$ cat config.mk
export PLATFORM = sky130hd
export DESIGN_NAME = lcd_mode_seq
export DESIGN_NICKNAME = d
export VERILOG_FILES = /design/src/rtl/lcd_seq_pkg.sv /design/src/rtl/lcd_rst_sync.sv /design/src/rtl/lcd_line_ctr.sv /design/src/rtl/lcd_dot_timer.sv /design/src/rtl/lcd_stat_regs.sv /design/src/rtl/lcd_mode_seq.sv
export SDC_FILE = /design/constraint.sdc
export NUM_CORES = 1
export LEC_CHECK = 0
export BUFFER_PORTS_ARGS = -buffer_cell sky130_fd_sc_hd__buf_2
export CAP_MARGIN = 20
export CORE_MARGIN = 3
export CORE_UTILIZATION = 55
export CTS_BUF_LIST = sky130_fd_sc_hd__clkbuf_8
export CTS_CLUSTER_SIZE = 20
export DETAILED_ROUTE_END_ITERATION = 10
export PLACE_DENSITY = 0.88
export RECOVER_POWER = 25
export SYNTH_ARGS = -nofsm -noshare
export SYNTH_HDL_FRONTEND = slang
export SYNTH_HIERARCHICAL = 1
export SYNTH_SLANG_ARGS = --single-unit
export TNS_END_PERCENT = 30
$ cat constraint.sdc
create_clock -name clk -period 1.8 [get_ports clk]
set_input_delay 0.09 -clock clk [delete_from_list [all_inputs] [get_ports clk]]
set_output_delay 0.09 -clock clk [all_outputs]
set_load 0.01 [all_outputs]
$ cat src/rtl/lcd_seq_pkg.sv
package lcd_seq_pkg;
  typedef enum logic [1:0] {
    MD_HBL  = 2'd0,
    MD_VBL  = 2'd1,
    MD_OAM  = 2'd2,
    MD_XFER = 2'd3
  } lcd_mode_e;

  localparam logic REG_STAT = 1'b0;
  localparam logic REG_CMP  = 1'b1;
endpackage

$ cat src/rtl/lcd_rst_sync.sv
module lcd_rst_sync (
  input  logic clk,
  input  logic rst_n,
  output logic rst_n_sync
);
  logic [1:0] sync_q;

  always_ff @(posedge clk or negedge rst_n) begin
    if (!rst_n) sync_q <= 2'b00;
    else        sync_q <= {sync_q[0], 1'b1};
  end

  assign rst_n_sync = sync_q[1];
endmodule

$ cat src/rtl/lcd_line_ctr.sv
module lcd_line_ctr #(
  parameter int unsigned VIS_LINES   = 144,
  parameter int unsigned TOTAL_LINES = 154,
  parameter int unsigned LW          = $clog2(TOTAL_LINES)
) (
  input  logic          clk,
  input  logic          rst_n,
  input  logic          line_end,
  output logic [LW-1:0] line_q,
  output logic [LW-1:0] line_d,
  output logic          frame_wrap,
  output logic          nxt_in_vbl
);
  localparam logic [LW-1:0] LAST_LINE = LW'(TOTAL_LINES - 1);
  localparam logic [LW-1:0] FIRST_VBL = LW'(VIS_LINES);

  always_comb begin
    frame_wrap = line_end && (line_q == LAST_LINE);
    line_d     = line_q;
    if (line_end) line_d = frame_wrap ? '0 : line_q + 1'b1;
    nxt_in_vbl = (line_d >= FIRST_VBL);
  end

  always_ff @(posedge clk or negedge rst_n) begin
    if (!rst_n)        line_q <= '0;
    else if (line_end) line_q <= line_d;
  end


  line_range_chk: assert property (@(posedge clk) disable iff (!rst_n)
    line_q <= LAST_LINE);
endmodule

$ cat src/rtl/lcd_dot_timer.sv
module lcd_dot_timer
  import lcd_seq_pkg::*;
#(
  parameter int unsigned OAM_DOTS  = 80,
  parameter int unsigned XFER_DOTS = 172,
  parameter int unsigned HBL_DOTS  = 204
) (
  input  logic      clk,
  input  logic      rst_n,
  input  logic      nxt_in_vbl,
  input  logic      frame_wrap,
  output lcd_mode_e mode_q,
  output logic      line_end,
  output logic      enter_hbl,
  output logic      enter_vbl,
  output logic      enter_oam
);
  localparam int unsigned LINE_DOTS = OAM_DOTS + XFER_DOTS + HBL_DOTS;
  localparam int unsigned DW        = $clog2(LINE_DOTS);
  localparam logic [DW-1:0] OAM_LAST  = DW'(OAM_DOTS - 1);
  localparam logic [DW-1:0] XFER_LAST = DW'(OAM_DOTS + XFER_DOTS - 1);
  localparam logic [DW-1:0] LINE_LAST = DW'(LINE_DOTS - 1);

  logic [DW-1:0] dot_q, dot_d;
  lcd_mode_e     mode_d;
  logic          mode_ce;

  always_comb begin
    line_end  = (dot_q == LINE_LAST);
    dot_d     = line_end ? '0 : dot_q + 1'b1;
    mode_d    = mode_q;
    enter_hbl = 1'b0;
    enter_vbl = 1'b0;
    enter_oam = 1'b0;
    unique case (mode_q)
      MD_OAM:  if (dot_q == OAM_LAST) mode_d = MD_XFER;
      MD_XFER: if (dot_q == XFER_LAST) begin
                 mode_d    = MD_HBL;
                 enter_hbl = 1'b1;
               end
      MD_HBL:  if (line_end) begin
                 if (nxt_in_vbl) begin
                   mode_d    = MD_VBL;
                   enter_vbl = 1'b1;
                 end else begin
                   mode_d    = MD_OAM;
                   enter_oam = 1'b1;
                 end
               end
      MD_VBL:  if (frame_wrap) begin
                 mode_d    = MD_OAM;
                 enter_oam = 1'b1;
               end
      default: mode_d = MD_OAM;
    endcase
    mode_ce = (mode_d != mode_q);
  end

  always_ff @(posedge clk or negedge rst_n) begin
    if (!rst_n) begin
      dot_q  <= '0;
      mode_q <= MD_OAM;
    end else begin
      dot_q <= dot_d;
      if (mode_ce) mode_q <= mode_d;
    end
  end


  oam_next_chk: assert property (@(posedge clk) disable iff (!rst_n)
    (mode_q == MD_OAM) |=> (mode_q == MD_OAM || mode_q == MD_XFER));

  xfer_next_chk: assert property (@(posedge clk) disable iff (!rst_n)
    (mode_q == MD_XFER) |=> (mode_q == MD_XFER || mode_q == MD_HBL));

  vbl_exit_chk: assert property (@(posedge clk) disable iff (!rst_n)
    (mode_q == MD_VBL) |=> (mode_q == MD_VBL || mode_q == MD_OAM));
endmodule

$ cat src/rtl/lcd_stat_regs.sv
module lcd_stat_regs
  import lcd_seq_pkg::*;
#(
  parameter int unsigned LW = 8
) (
  input  logic          clk,
  input  logic          rst_n,
  input  logic          bus_wr,
  input  logic          bus_addr,
  input  logic [7:0]    bus_wdata,
  output logic [7:0]    bus_rdata,
  input  lcd_mode_e     mode,
  input  logic [LW-1:0] line_q,
  input  logic [LW-1:0] line_d,
  input  logic          line_end,
  input  logic          enter_hbl,
  input  logic          enter_vbl,
  input  logic          enter_oam,
  output logic          vblank_irq,
  output logic          stat_irq
);
  // en_q: [0] hblank, [1] vblank, [2] sprite search, [3] line match
  logic [3:0] en_q, en_d;
  logic [7:0] cmp_q, cmp_d;
  logic       match_q, match_d;
  logic       wr_stat, wr_cmp, refresh, stat_req;
  logic [7:0] line_now;

  always_comb begin
    wr_stat  = bus_wr && (bus_addr == REG_STAT);
    wr_cmp   = bus_wr && (bus_addr == REG_CMP);
    en_d     = wr_stat ? bus_wdata[6:3] : en_q;
    cmp_d    = wr_cmp ? bus_wdata : cmp_q;
    line_now = 8'(line_end ? line_d : line_q);
    refresh  = en_q[3] && (line_end || wr_cmp);
    match_d  = refresh ? (line_now == cmp_d) : match_q;
    stat_req = (enter_hbl && en_q[0]) || (enter_vbl && en_q[1]) ||
               (enter_oam && en_q[2]);
    bus_rdata = (bus_addr == REG_CMP) ? cmp_q : {1'b0, en_q, match_q, mode};
  end

  always_ff @(posedge clk or negedge rst_n) begin
    if (!rst_n) begin
      en_q       <= '0;
      cmp_q      <= '0;
      match_q    <= 1'b0;
      vblank_irq <= 1'b0;
      stat_irq   <= 1'b0;
    end else begin
      if (wr_stat) en_q    <= en_d;
      if (wr_cmp)  cmp_q   <= cmp_d;
      if (refresh) match_q <= match_d;
      vblank_irq <= enter_vbl;
      stat_irq   <= stat_req;
    end
  end


  match_hold_chk: assert property (@(posedge clk) disable iff (!rst_n)
    !en_q[3] |=> $stable(match_q));

  vbl_pulse_chk: assert property (@(posedge clk) disable iff (!rst_n)
    vblank_irq |=> !vblank_irq);

  vbl_mode_chk: assert property (@(posedge clk) disable iff (!rst_n)
    vblank_irq |-> (mode == MD_VBL));

  stat_src_chk: assert property (@(posedge clk) disable iff (!rst_n)
    stat_irq |-> (mode != MD_XFER));
endmodule

$ cat src/rtl/lcd_mode_seq.sv
module lcd_mode_seq
  import lcd_seq_pkg::*;
#(
  parameter int unsigned OAM_DOTS    = 80,
  parameter int unsigned XFER_DOTS   = 172,
  parameter int unsigned HBL_DOTS    = 204,
  parameter int unsigned VIS_LINES   = 144,
  parameter int unsigned TOTAL_LINES = 154
) (
  input  logic       clk,
  input  logic       rst_n,
  input  logic       bus_wr,
  input  logic       bus_addr,
  input  logic [7:0] bus_wdata,
  output logic [7:0] bus_rdata,
  output logic [7:0] line_o,
  output logic [1:0] mode_o,
  output logic       vblank_irq,
  output logic       stat_irq
);
  localparam int unsigned LW = $clog2(TOTAL_LINES);

  logic          rst_n_sync;
  logic [LW-1:0] line_q, line_d;
  logic          frame_wrap, nxt_in_vbl, line_end;
  logic          enter_hbl, enter_vbl, enter_oam;
  lcd_mode_e     mode_q;

  lcd_rst_sync u_rst (
    .clk        (clk),
    .rst_n      (rst_n),
    .rst_n_sync (rst_n_sync)
  );

  lcd_line_ctr #(
    .VIS_LINES   (VIS_LINES),
    .TOTAL_LINES (TOTAL_LINES),
    .LW          (LW)
  ) u_line (
    .clk        (clk),
    .rst_n      (rst_n_sync),
    .line_end   (line_end),
    .line_q     (line_q),
    .line_d     (line_d),
    .frame_wrap (frame_wrap),
    .nxt_in_vbl (nxt_in_vbl)
  );

  lcd_dot_timer #(
    .OAM_DOTS  (OAM_DOTS),
    .XFER_DOTS (XFER_DOTS),
    .HBL_DOTS  (HBL_DOTS)
  ) u_dot (
    .clk        (clk),
    .rst_n      (rst_n_sync),
    .nxt_in_vbl (nxt_in_vbl),
    .frame_wrap (frame_wrap),
    .mode_q     (mode_q),
    .line_end   (line_end),
    .enter_hbl  (enter_hbl),
    .enter_vbl  (enter_vbl),
    .enter_oam  (enter_oam)
  );

  lcd_stat_regs #(
    .LW (LW)
  ) u_stat (
    .clk        (clk),
    .rst_n      (rst_n_sync),
    .bus_wr     (bus_wr),
    .bus_addr   (bus_addr),
    .bus_wdata  (bus_wdata),
    .bus_rdata  (bus_rdata),
    .mode       (mode_q),
    .line_q     (line_q),
    .line_d     (line_d),
    .line_end   (line_end),
    .enter_hbl  (enter_hbl),
    .enter_vbl  (enter_vbl),
    .enter_oam  (enter_oam),
    .vblank_irq (vblank_irq),
    .stat_irq   (stat_irq)
  );

  assign line_o = 8'(line_q);
  assign mode_o = mode_q;


  vbl_line_chk: assert property (@(posedge clk) disable iff (!rst_n_sync)
    (mode_q == MD_VBL) |-> (line_q >= LW'(VIS_LINES)));

  vis_line_chk: assert property (@(posedge clk) disable iff (!rst_n_sync)
    (mode_q != MD_VBL) |-> (line_q < LW'(VIS_LINES)));
endmodule

Word-level counts from Yosys, hierarchy flattened
Cells that the tools add are included.
{"block": "totals", "regBits": 36, "inputBits": 12, "word_cells": 54}
{"block": "op_classes", "addsub": 2, "order_cmp": 1, "n_eq_ne": 9, "n_mux": 21, "bitwise_logic": 1, "n_reduce_logical": 11}
{"cell": "8-bit 2-to-1 mux", "count": 5}
{"cell": "2-bit 2-to-1 mux", "count": 5}
{"cell": "9-bit by 1-bit adder with 9-bit output (second input constant)", "count": 1}
{"cell": "9-bit by 7-bit == test with 1-bit output (second input constant)", "count": 1}
{"cell": "9-bit by 8-bit == test with 1-bit output (second input constant)", "count": 1}
{"cell": "9-bit == test (second input constant)", "count": 1}
{"cell": "9-bit 2-to-1 mux", "count": 1}
{"cell": "8-bit by 1-bit adder with 8-bit output (second input constant)", "count": 1}
{"cell": "8-bit == test", "count": 1}
{"cell": "8-bit == test (second input constant)", "count": 1}
{"cell": "8-bit >= comparator (second input constant)", "count": 1}
{"cell": "1-bit 2-to-1 mux", "count": 8}
{"cell": "2-bit case mux with 4 select lines", "count": 1}
{"cell": "1-bit logical AND", "count": 7}
{"cell": "2-bit == test (second input constant)", "count": 2}
{"cell": "1-bit logical OR", "count": 3}
{"cell": "2-bit by 1-bit == test with 1-bit output (second input constant)", "count": 1}
{"cell": "2-bit logical NOT", "count": 1}
{"cell": "2-bit inequality test", "count": 1}
{"cell": "1-bit case mux with 2 select lines", "count": 1}
{"cell": "1-bit inverter", "count": 1}

Longest topological paths before layout
Gate-level depths: netlist of run 1.
{"block": "depth", "depth_word": 11, "depth_mapped": 13, "mapped_depth_nobuf": 11}

By module
Netlist of run 1, hierarchy kept.
{"mod": "lcd_stat_regs", "instances": 1, "cells_per_inst": 75, "area_per_inst_um2": 869.6, "seq_area_each_um2": 375.4}
{"mod": "lcd_dot_timer", "instances": 1, "cells_per_inst": 60, "area_per_inst_um2": 600.6, "seq_area_each_um2": 276.5}
{"mod": "lcd_line_ctr", "instances": 1, "cells_per_inst": 50, "area_per_inst_um2": 521.8, "seq_area_each_um2": 200.2}
{"mod": "lcd_rst_sync", "instances": 1, "cells_per_inst": 3, "area_per_inst_um2": 53.8, "seq_area_each_um2": 50.0}

Least setup slack after synthesis of run 1
Ideal clock, no wire load.
{"block": "synth_path", "path_kind": "register to register", "start": "reg u_dot.dot_q[0]", "end": "reg u_stat.match_q", "setup_ns": 0.122, "arrival_ns": 2.662, "t_required_ns": 1.678, "setup_slack_ns": -0.983, "stages_incl_launch_ff": 14, "period_less_slack_ns": 2.783, "path_cell_list": "dfrtp_1 ha_1 and4b_4 and4_2 buf_6 and4bb_1 and4b_1 buf_6 nor2_2 mux2_2 mux2i_1 xnor2_1 o21ai_0 a32o_1"}
{"block": "synth_between", "elab_chain_len": 6, "elab_cells_between_ends": 8, "cone_classes": "2 x eq/ne; 3 x mux; 3 x reduce/logical"}
{"item": "start: declaration", "line": "lcd_dot_timer.sv:24", "text": "logic [DW-1:0] dot_q, dot_d;"}
{"item": "start signal: assignment", "line": "lcd_dot_timer.sv:64", "text": "dot_q <= dot_d;"}
{"item": "9-bit == test", "line": "lcd_dot_timer.sv:29", "text": "line_end = (dot_q == LINE_LAST);"}
{"item": "via line_end", "line": "lcd_mode_seq.sv:25", "text": "logic frame_wrap, nxt_in_vbl, line_end;"}
{"item": "1-bit logical AND", "line": "lcd_line_ctr.sv:18", "text": "frame_wrap = line_end && (line_q == LAST_LINE);"}
{"item": "via frame_wrap", "line": "lcd_mode_seq.sv:25"}
{"item": "8-bit 2-to-1 mux (2 in a row)", "line": "lcd_line_ctr.sv:20", "text": "if (line_end) line_d = frame_wrap ? '0 : line_q + 1'b1;"}
{"item": "via line_d[0]", "line": "lcd_mode_seq.sv:24", "text": "logic [LW-1:0] line_q, line_d;"}
{"item": "8-bit 2-to-1 mux", "line": "lcd_stat_regs.sv:34", "text": "line_now = 8'(line_end ? line_d : line_q);"}
{"item": "8-bit == test", "line": "lcd_stat_regs.sv:36", "text": "match_d = refresh ? (line_now == cmp_d) : match_q;"}
{"item": "end signal: assignment", "line": "lcd_stat_regs.sv:52", "text": "if (refresh) match_q <= match_d;"}
{"item": "end: declaration", "line": "lcd_stat_regs.sv:25", "text": "logic match_q, match_d;"}
The timed path passes the listed nets, and every way through them passes these cells.
A chain may end at the register's enable or synchronous reset.

Worst setup path after layout of run 1
Same ends and word-level chain as after synthesis.

==> impl_summary.md, run 1 <==
Finish
The library cell used most frequently in the layout, excluding fill and tap cells, is buf_4. The number of antenna diodes is 0. The post-route netlist has 44.27% of its cells at a drive strength greater than 1. Leaving out fill and tap cells, the most frequent cells in the layout are buf_4, dfrtp_1, buf_2. From synthesis to final layout, the design area changed by 30.21%. The net count of the finished layout is 276.

Status
The run finished, with violations left. The checks that failed: setup timing.

Synthesis
The most used flip-flop cell after synthesis is dfrtp_1. The number of standard cells after synthesis is 188. Yosys printed 6 warnings. The number of nets in the synthesized netlist is 203.

The area of the mapped netlist is 2046 sq um. Of the synthesized area, sequential elements account for 44.10%. The count of flip-flops with a built-in enable after synthesis is 0. A synthesized cell averages 10.88 sq um. The flop and latch count out of synthesis is 36. The distinct cell type count after synthesis is 53. Of all flip-flops after synthesis, the portion carrying an async set or reset was 100.0%.

GRT
The pin count of the biggest net entering global routing is 35. The total routing resource utilization after global routing is 24.50%. The global-route wire length before repair is 8.183 mm. The initial antenna violation count came to 0. Summed over all layers, the global routing overflow is 0.

The number of global-route vias before repair is 1777.

Critical path
The number of buffers and inverters on the critical path is 1. The startpoint of the most critical register-to-register path is u_dot/dot_q[0]$_DFF_PN0_. The critical path capture point type is a flip-flop. The worst setup path is launched from a flip-flop. Measured in cells, the most critical reg-to-reg path has a length of 11.

Data arrives at the worst endpoint at 2.89 ns. The required time at the worst-slack endpoint is 1.97 ns. The critical path goes through ha_2 > and4b_4 > and4_4 > and4bb_2 > and4b_2 > buf_4 > o22ai_1 > mux2i_1 > xnor2_1 > nor4_2 > a32o_1.

Among all stages on the critical path, the largest delay is contributed by dfrtp_1. The delay contributed by the slowest stage of the critical path is 0.36 ns. The endpoint identified for the worst register-to-register timing path is u_stat/match_q$_DFFE_PN0P_. The kind of critical path is reg2reg. The highest net fanout along the worst path is 5. For flop-to-flop paths, the worst setup slack is -0.92 ns. On the critical path the largest part of the delay comes from simple AND/OR/NAND/NOR gates.

Floorplan
The area of the die is 4487 sq um. The die is 66.99 um tall. The top-level I/O count is 32. The initial utilization of the core area, before any placement, comes to 58.98%. The floorplan step set the die width to 66.99 um. The core region is 3468 sq um.

The floorplan has 21 rows.

Clocking
Counting the buffers created by CTS gives 5. CTS built an H-tree with a depth of 2. The number of setup buffers added after CTS is 0.

The clock reaches the later pin of the worst-skew pair after 0.29 ns. Clock tree synthesis found a total of 36 sinks. Clock-pin slew was measured on the worst setup and hold paths at 0.08 ns. TritonCTS built the clock tree.

Counting along the longest clock path gives a buffer depth of 2. The tree is rooted in a clkbuf_8.

STA
The fmax is 368.2 MHz. Setup repair after global routing could not meet its margin everywhere. Of the available clock period, the critical path in the final layout requires 150.9%.

Setup total negative slack on the finished layout was measured at -4.441 ns. The count of final max-slew check failures is 0. The shortest clock period the worst path allows after layout is 2.716 ns. The minimum setup slack in the final design is -0.9163 ns. The clock arrives with 0.007185 ns of skew. The count of endpoints failing setup in the final report is 11. The slew of the pin with the lowest slew margin is 0.8555 ns. The number of hold-slack violations in the final timing report is 0. The tightest slew margin relative to the limit is 42.97%. The worst hold slack is 0.01684 ns.

Routing
In the final routed layout, each cell accounts on average for 17.32 um. The post-detailed-routing wire length is 5.336 mm. The pre-antenna-repair detailed-routing pass consisted of 4 iterations. The detail-routed via count per cell is 5.727.

The number of DRC violations after detailed-routing iteration 0 is 116. The post-detailed-route count of antenna-violating nets is 0. For this run, design rule violations remaining after detail routing come to 0. The routed via count is 1764.

Pwr
Per report_power, the clock group accounts for 39.0% of the total. The internal power of the cells totals 0.001364 W. VDD sags by at most 608.0 uV. The switching component of the power is 0.0004274 W. In this run switching power makes up 23.86% of total power. In this run the power density over the cells is 672.6 nW/um^2. The part of the total power dissipated in sequential elements is 49.0%.

In this run the static leakage power is 1.326 nW. Combinational cells account for 12.0% of the total power.

Place
At the end of routability-driven placement, the weighted congestion stood at 0.8456. After legalization and detailed placement, the total HPWL measured 3.700 mm. The number of input and output port buffers inserted is 31.

Min path
The path class of the tightest hold or removal check is in2reg. The startpoint of the tightest hold check path is bus_wdata[3]. The hold path depth is 3.

The path with the worst hold slack has its endpoint at u_stat/en_q[0]$_DFFE_PN0P_.

Run
The number of maximum-capacitance violations is 0.
-- logic make-up (layout without fill, tap and decap cells) --
| kind of cell | count (synthesis) | after routing | synth area share, % |
|---|---|---|---|
| adder cells (fa/ha/maj) | 3 | 3 | 1.835 |
| buffers and inverters | 15 | 89 | 4.220 |
| flip-flops | 36 | 36 | 44.10 |
| AO/OA/AOI/OAI | 24 | 24 | 8.257 |
| AND/OR/NAND/NOR | 65 | 65 | 19.27 |
| multiplexers | 25 | 25 | 14.01 |
| XOR/XNOR | 19 | 19 | 8.135 |
| other | 1 | 1 | 0.1833 |
-- worst register-to-register path: stages, from the launching register on --
cell	delay (ns)
dfrtp_1	0.36
ha_2	0.18
and4b_4	0.22
and4_4	0.24
and4bb_2	0.28
and4b_2	0.30
buf_4	0.15
o22ai_1	0.09
mux2i_1	0.22
xnor2_1	0.21
nor4_2	0.09
a32o_1	0.25
-- power by group through the flow --
stage               Clock [W]  Sequential [W]  Combinational, W
floorplan                   0        0.000891          0.000130
global placement            0        0.000887          0.000194
detailed placement          0        0.000891          0.000202
CTS                  0.000720        0.000875          0.000207
global route         0.000757        0.000879          0.000234
finish               0.000699        0.000877          0.000215
-- state kept, by name, indices dropped and copies added (netlist names) --
signal / cells
u_dot/mode_q: 2
u_line/line_q: 8
u_rst/sync_q: 2
u_stat/stat_irq: 1
u_stat/match_q: 1
u_stat/vblank_irq: 1
u_dot/dot_q: 9
u_stat/cmp_q: 8
u_stat/en_q: 4
-- synth_stat cells, drive strengths merged (2+ instances only) --
cell,n,area [sq um]
dfrtp,35,875.8
nand2,21,81.33
mux2,17,206.5
xnor2,15,131.4
nor2,9,36.29
inv,8,30.03
mux2i,8,80.08
buf,5,48.79
o21ai,5,25.02
and2,4,26.28
nand3,4,25.02
xor2,4,35.03
a21oi,3,15.01
a31oi,3,18.77
and3,3,21.27
and4,3,28.78
and4b,3,33.78
ha,3,37.54
nand4,3,25.02
nor2b,3,18.77
a211o,2,17.52
clkbuf,2,7.510
nor4,2,12.51
o22a,2,17.52
o22ai,2,12.51
or2b,2,15.01
-- per-layer routing --
layer / routed length (um) / global-route usage (%) / vias to the layer above
li1: - / - / 817
met4: 99 / 9.367 / 0
met3: 329 / 6.408 / 12
met1: 2232 / 28.30 / 852
met5: 0 / 0 / -
met2: 2674 / 42.95 / 83
-- final cells by class --
type | instances | area (sq um)
Clock buffer | 5 | 68.82
Clock inverter | 3 | 42.54
Fill cell | 224 | 804.5
Inverter | 8 | 30.03
Multi-Input combinational cell | 137 | 1094
Sequential cell | 36 | 902.1
Tap cell | 46 | 57.56
Timing Repair Buffer | 73 | 469.2
-- worst max-delay path by stage --
| stage | endpoint | slack, ns | startpoint | depth (start not counted) |
|---|---|---|---|---|
| 6_report | u_stat/match_q$_DFFE_PN0P_ | -0.92 | u_dot/dot_q[0]$_DFF_PN0_ | 11 |
| 5_1_grt | u_stat/match_q$_DFFE_PN0P_ | -1.07 | u_dot/dot_q[0]$_DFF_PN0_ | 11 |
| 4_1_cts | u_stat/match_q$_DFFE_PN0P_ | -0.81 | u_dot/dot_q[1]$_DFF_PN0_ | 11 |
| 3_5_place_dp | u_stat/match_q$_DFFE_PN0P_ | -0.77 | u_dot/dot_q[1]$_DFF_PN0_ | 11 |
| 3_3_place_gp | u_stat/stat_irq$_DFF_PN0_ | -0.72 | u_dot/dot_q[1]$_DFF_PN0_ | 10 |
| 2_1_floorplan | u_stat/match_q$_DFFE_PN0P_ | -0.88 | u_dot/dot_q[0]$_DFF_PN0_ | 13 |
-- through the flow --
| stage | util, % | setup slack, ns | instances | power (W) | area, sq um |
|---|---|---|---|---|---|
| floorplan | - | -0.8800 | 188 | 0.001022 | 2053 |
| global placement | 72.58 | -0.7152 | 299 | 0.001081 | 2517 |
| detailed placement | 72.58 | -0.7726 | 299 | 0.001093 | 2517 |
| CTS | 76.30 | -0.8086 | 308 | 0.001802 | 2646 |
| global route | 76.80 | -1.070 | 308 | 0.001870 | 2664 |
| finish | 76.80 | -0.9163 | 308 | 0.001792 | 2664 |
-- repair_timing --
item	CTS	global route
cloned	0	0
endpoints found under the hold margin	2	0
resized for setup	2	5
pin swaps	1	1
setup endpoints to repair	11	13
hold buffers	1	0
Power figures use the tool's default switching activity.
==> run 2, diff against run 1 <==
CAP_MARGIN = default   (was 20)
PLACE_DENSITY = 0.85   (was 0.88)
SETUP_SLACK_MARGIN = 0.3   (was default)
==> run 2 against run 1 <==
The run still ends with setup timing left. Power is 0.43% higher. Clock skew is 0.0015 ns lower. Register-to-register slack worse by 0.14 ns. Via count is 8.4% higher. Final area is 7.8% higher. Maximum frequency is 4.8% lower. Global-route usage is 1.9 points higher. Sequential share of layout area is 2.5 points lower. Worst setup slack worse by 0.14 ns. First-iteration DRC count is 150% higher. Sequential power hardly changed.
==> impl_summary.md, run 2 (synthesis gave the netlist of run 1 again) <==
Floorplan
The initial standard-cell utilization of the core is 58.98% (unchanged). The area of the die is 4487 sq um (unchanged). The die width is 66.99 um (unchanged).

The standard-cell row count is 21 (unchanged). The height of the chip is 66.99 um (unchanged). The top-level I/O count is 32 (unchanged). The area of the core is 3468 sq um (unchanged).

Clocking
The number of clock sinks seen by CTS is 36 (unchanged). The maximum level of the CTS H-tree is 2 (unchanged). The number of CTS-inserted buffers is 5 (unchanged). The CTS tree is done (unchanged). The clock slew at the register clock pins of the worst setup and hold paths was 0.08 ns (about the same).

The clock latency on the worst-skew pair is 0.29 ns (about the same). The root buffer cell is clkbuf_8 (unchanged). The number of buffers on the longest clock path is 2 (unchanged).

Run
The number of maximum-capacitance violations is 0 (unchanged).

GRT
The total overflow reported by the global router is 0 (unchanged). The number of global-route vias before repair came to 1771 (was 1777). The pin count of the biggest net entering global routing was 35 (unchanged). The total routing resource utilization after global routing is 26.36% (was 24.50%). The initial antenna violation count is 0 (unchanged).

The global-route wire length before repair came to 8.694 mm (was 8.183 mm).

STA
The minimum setup slack in the final design is -1.054 ns (was -0.9163 ns). Unrepaired setup endpoints after global routing: true (unchanged). The count of final max-slew check failures is 0 (unchanged). The share of the clock period used by the worst path after layout was 158.6% (was 150.9%). The count of endpoints failing setup in the final report is 12 (was 11). The final-layout setup total negative slack is -6.641 ns (was -4.441 ns). The worst hold slack is 0.01495 ns (was 0.01684 ns). The tightest slew margin relative to the limit is 44.16% (was 42.97%). The number of hold-slack violations in the final timing report came to 0 (unchanged). The fmax is 350.4 MHz (was 368.2 MHz). The shortest clock period the worst path allows after layout is 2.854 ns (was 2.716 ns). The post-route clock skew came to 0.005717 ns (was 0.007185 ns). The slew of the pin with the lowest slew margin came to 0.8376 ns (was 0.8555 ns).

Routing
The number of DRC violations after detailed-routing iteration 0 is 286 (was 116). The number of design rule violations left after detail routing is 0 (unchanged). The post-detailed-routing wire length was 6.471 mm (was 5.336 mm). The post-detailed-route count of antenna-violating nets is 0 (unchanged). The average wire per standard cell is 19.97 um (was 17.32 um). The routed via count was 1912 (was 1764). The detail-routed via count per cell was 5.901 (was 5.727).

The number of detailed-route iterations in the first pass was 4 (unchanged).

Status
Outcome: finished, violations left (unchanged). Violated checks: setup timing (unchanged).

Finish
Biggest regs: u_dot/dot_q: 9 flops, u_line/line_q: 8 flops, u_stat/cmp_q: 8 flops (unchanged). The number of antenna diodes is 0 (unchanged). Most used cells in the layout excluding fill and tap cells: buf_4, dfrtp_1, buf_2 (unchanged).

The share of final-layout standard cells stronger than drive strength 1 is 50.00% (was 44.27%). The register with the highest flop count is u_dot/dot_q (unchanged). The number of flip-flops under the largest register name is 9 (unchanged). The most common cell after layout, fill and taps aside is buf_4 (unchanged). The layout net count came to 292 (was 276).

The synthesis-to-layout area growth came to 40.43% (was 30.21%). The utilization after layout is 82.83% (was 76.80%).

Critical path
The startpoint of the most critical register-to-register path is u_dot/dot_q[0]$_DFF_PN0_ (unchanged). The kind of critical path is reg2reg (unchanged). The worst flop-to-flop path endpoint is u_stat/stat_irq$_DFF_PN0_ (was u_stat/match_q$_DFFE_PN0P_).

The highest net fanout along the worst path came to 5 (unchanged). The required time at the worst-slack endpoint is 2.03 ns (was 1.97 ns). The type of origin of the critical path is a flip-flop (unchanged). The logic depth of the worst register-to-register path is 11 (unchanged). The critical path capture point type is a flip-flop (unchanged). The critical path startpoint is u_dot/dot_q[0]$_DFF_PN0_ (unchanged). The data arrival at the endpoint of the critical path is 3.09 ns (was 2.89 ns). The register-to-register path setup slack is -1.05 ns (was -0.92 ns). The critical path capture point is u_stat/stat_irq$_DFF_PN0_ (was u_stat/match_q$_DFFE_PN0P_).

Place
The pre-CTS setup slack came to -0.8264 ns (was -0.7726 ns). The last weighted congestion value of the routability-driven placer is 0.9058 (was 0.8456). The number of input and output port buffers inserted is 31 (unchanged). The half-perimeter wire length after placement is 3.528 mm (was 3.700 mm).

Pwr
The leakage power is 1.437 nW (was 1.326 nW). The total design power is 0.001799 W (was 0.001792 W). The largest voltage drop on the vdd net is 456.8 uV (was 608.0 uV). The total power density per cell area is 626.3 nW/um^2 (was 672.6 nW/um^2).

Min path
The worst min-delay path category is in2reg (unchanged).
[run 2: changes by cell type in the layout (fill, tap and decap cells not counted), moves of 2 or more]
cell and delta:
nor2_4 +2, nor2_1 -2, o21ai_0 -2, nor4_1 +2
nor4_2 -2, buf_6 +4, a31oi_1 -2, buf_4 +12
[run 2: routing by layer]
| metal | global-route usage (%) | up-vias | part of all wire, % |
|---|---|---|---|
| met5 | 0 | - | 0 |
| met1 | 33.69 | 944 | 40 |
| met2 | 42.95 | 94 | 49 |
| met3 | 6.408 | 25 | 7.2 |
| met4 | 9.873 | 0 | 4.2 |
| li1 | - | 849 | - |
[run 2: what timing repair did]
action / CTS / global route
pin swaps: 6 / 15
gates resized for setup: 10 / 16
hold endpoints to repair: 2 / 0
hold buffers: 1 / 0
endpoints found under the setup margin: 13 / 16
setup buffers: 7 / 7
[run 2: how the worst min path moves through the flow]
| stage | depth (start not counted) | end | from |
|---|---|---|---|
| detailed placement | 1 | u_rst/sync_q[0]$_DFF_PN0_ | rst_n |
| global placement | 1 | u_rst/sync_q[0]$_DFF_PN0_ | rst_n |
| CTS | 3 | u_stat/en_q[0]$_DFFE_PN0P_ | bus_wdata[3] |
| floorplan | 0 | u_rst/sync_q[0]$_DFF_PN0_ | rst_n |
| finish | 3 | u_stat/en_q[2]$_DFFE_PN0P_ | bus_wdata[5] |
| global route | 3 | u_stat/en_q[0]$_DFFE_PN0P_ | bus_wdata[3] |
[run 2: metrics by stage]
step	instance area (sq um)	instances
6_report	2873	324
3_3_place_gp	2532	301
5_1_grt	2873	324
3_5_place_dp	2532	301
4_1_cts	2744	317
2_1_floorplan	2053	188
[run 2: critical path, stage by stage, from the launching register on]
cell	delay, ns
dfrtp_1	0.36
ha_2	0.18
and4b_4	0.22
and4_4	0.25
and4bb_1	0.33
a31oi_2	0.16
o22a_1	0.21
o31a_1	0.38
or3_4	0.40
a21oi_2	0.14
a222oi_1	0.08
inv_1	0.08
[run 2: power by group]
group          internal (W)  total (W)  switching [W]
clock              0.000410   0.000708       0.000299
combinational      0.000105   0.000213       0.000109
sequential         0.000849   0.000878      0.0000286
[run 2: final cells by class]
type	count	area, sq um
Multi-Input combinational cell	137	1167
Sequential cell	36	902.1
Timing Repair Buffer	89	604.3
Fill cell	181	595.6
Clock buffer	5	68.82
Tap cell	46	57.56
Clock inverter	3	42.54
Inverter	8	30.03
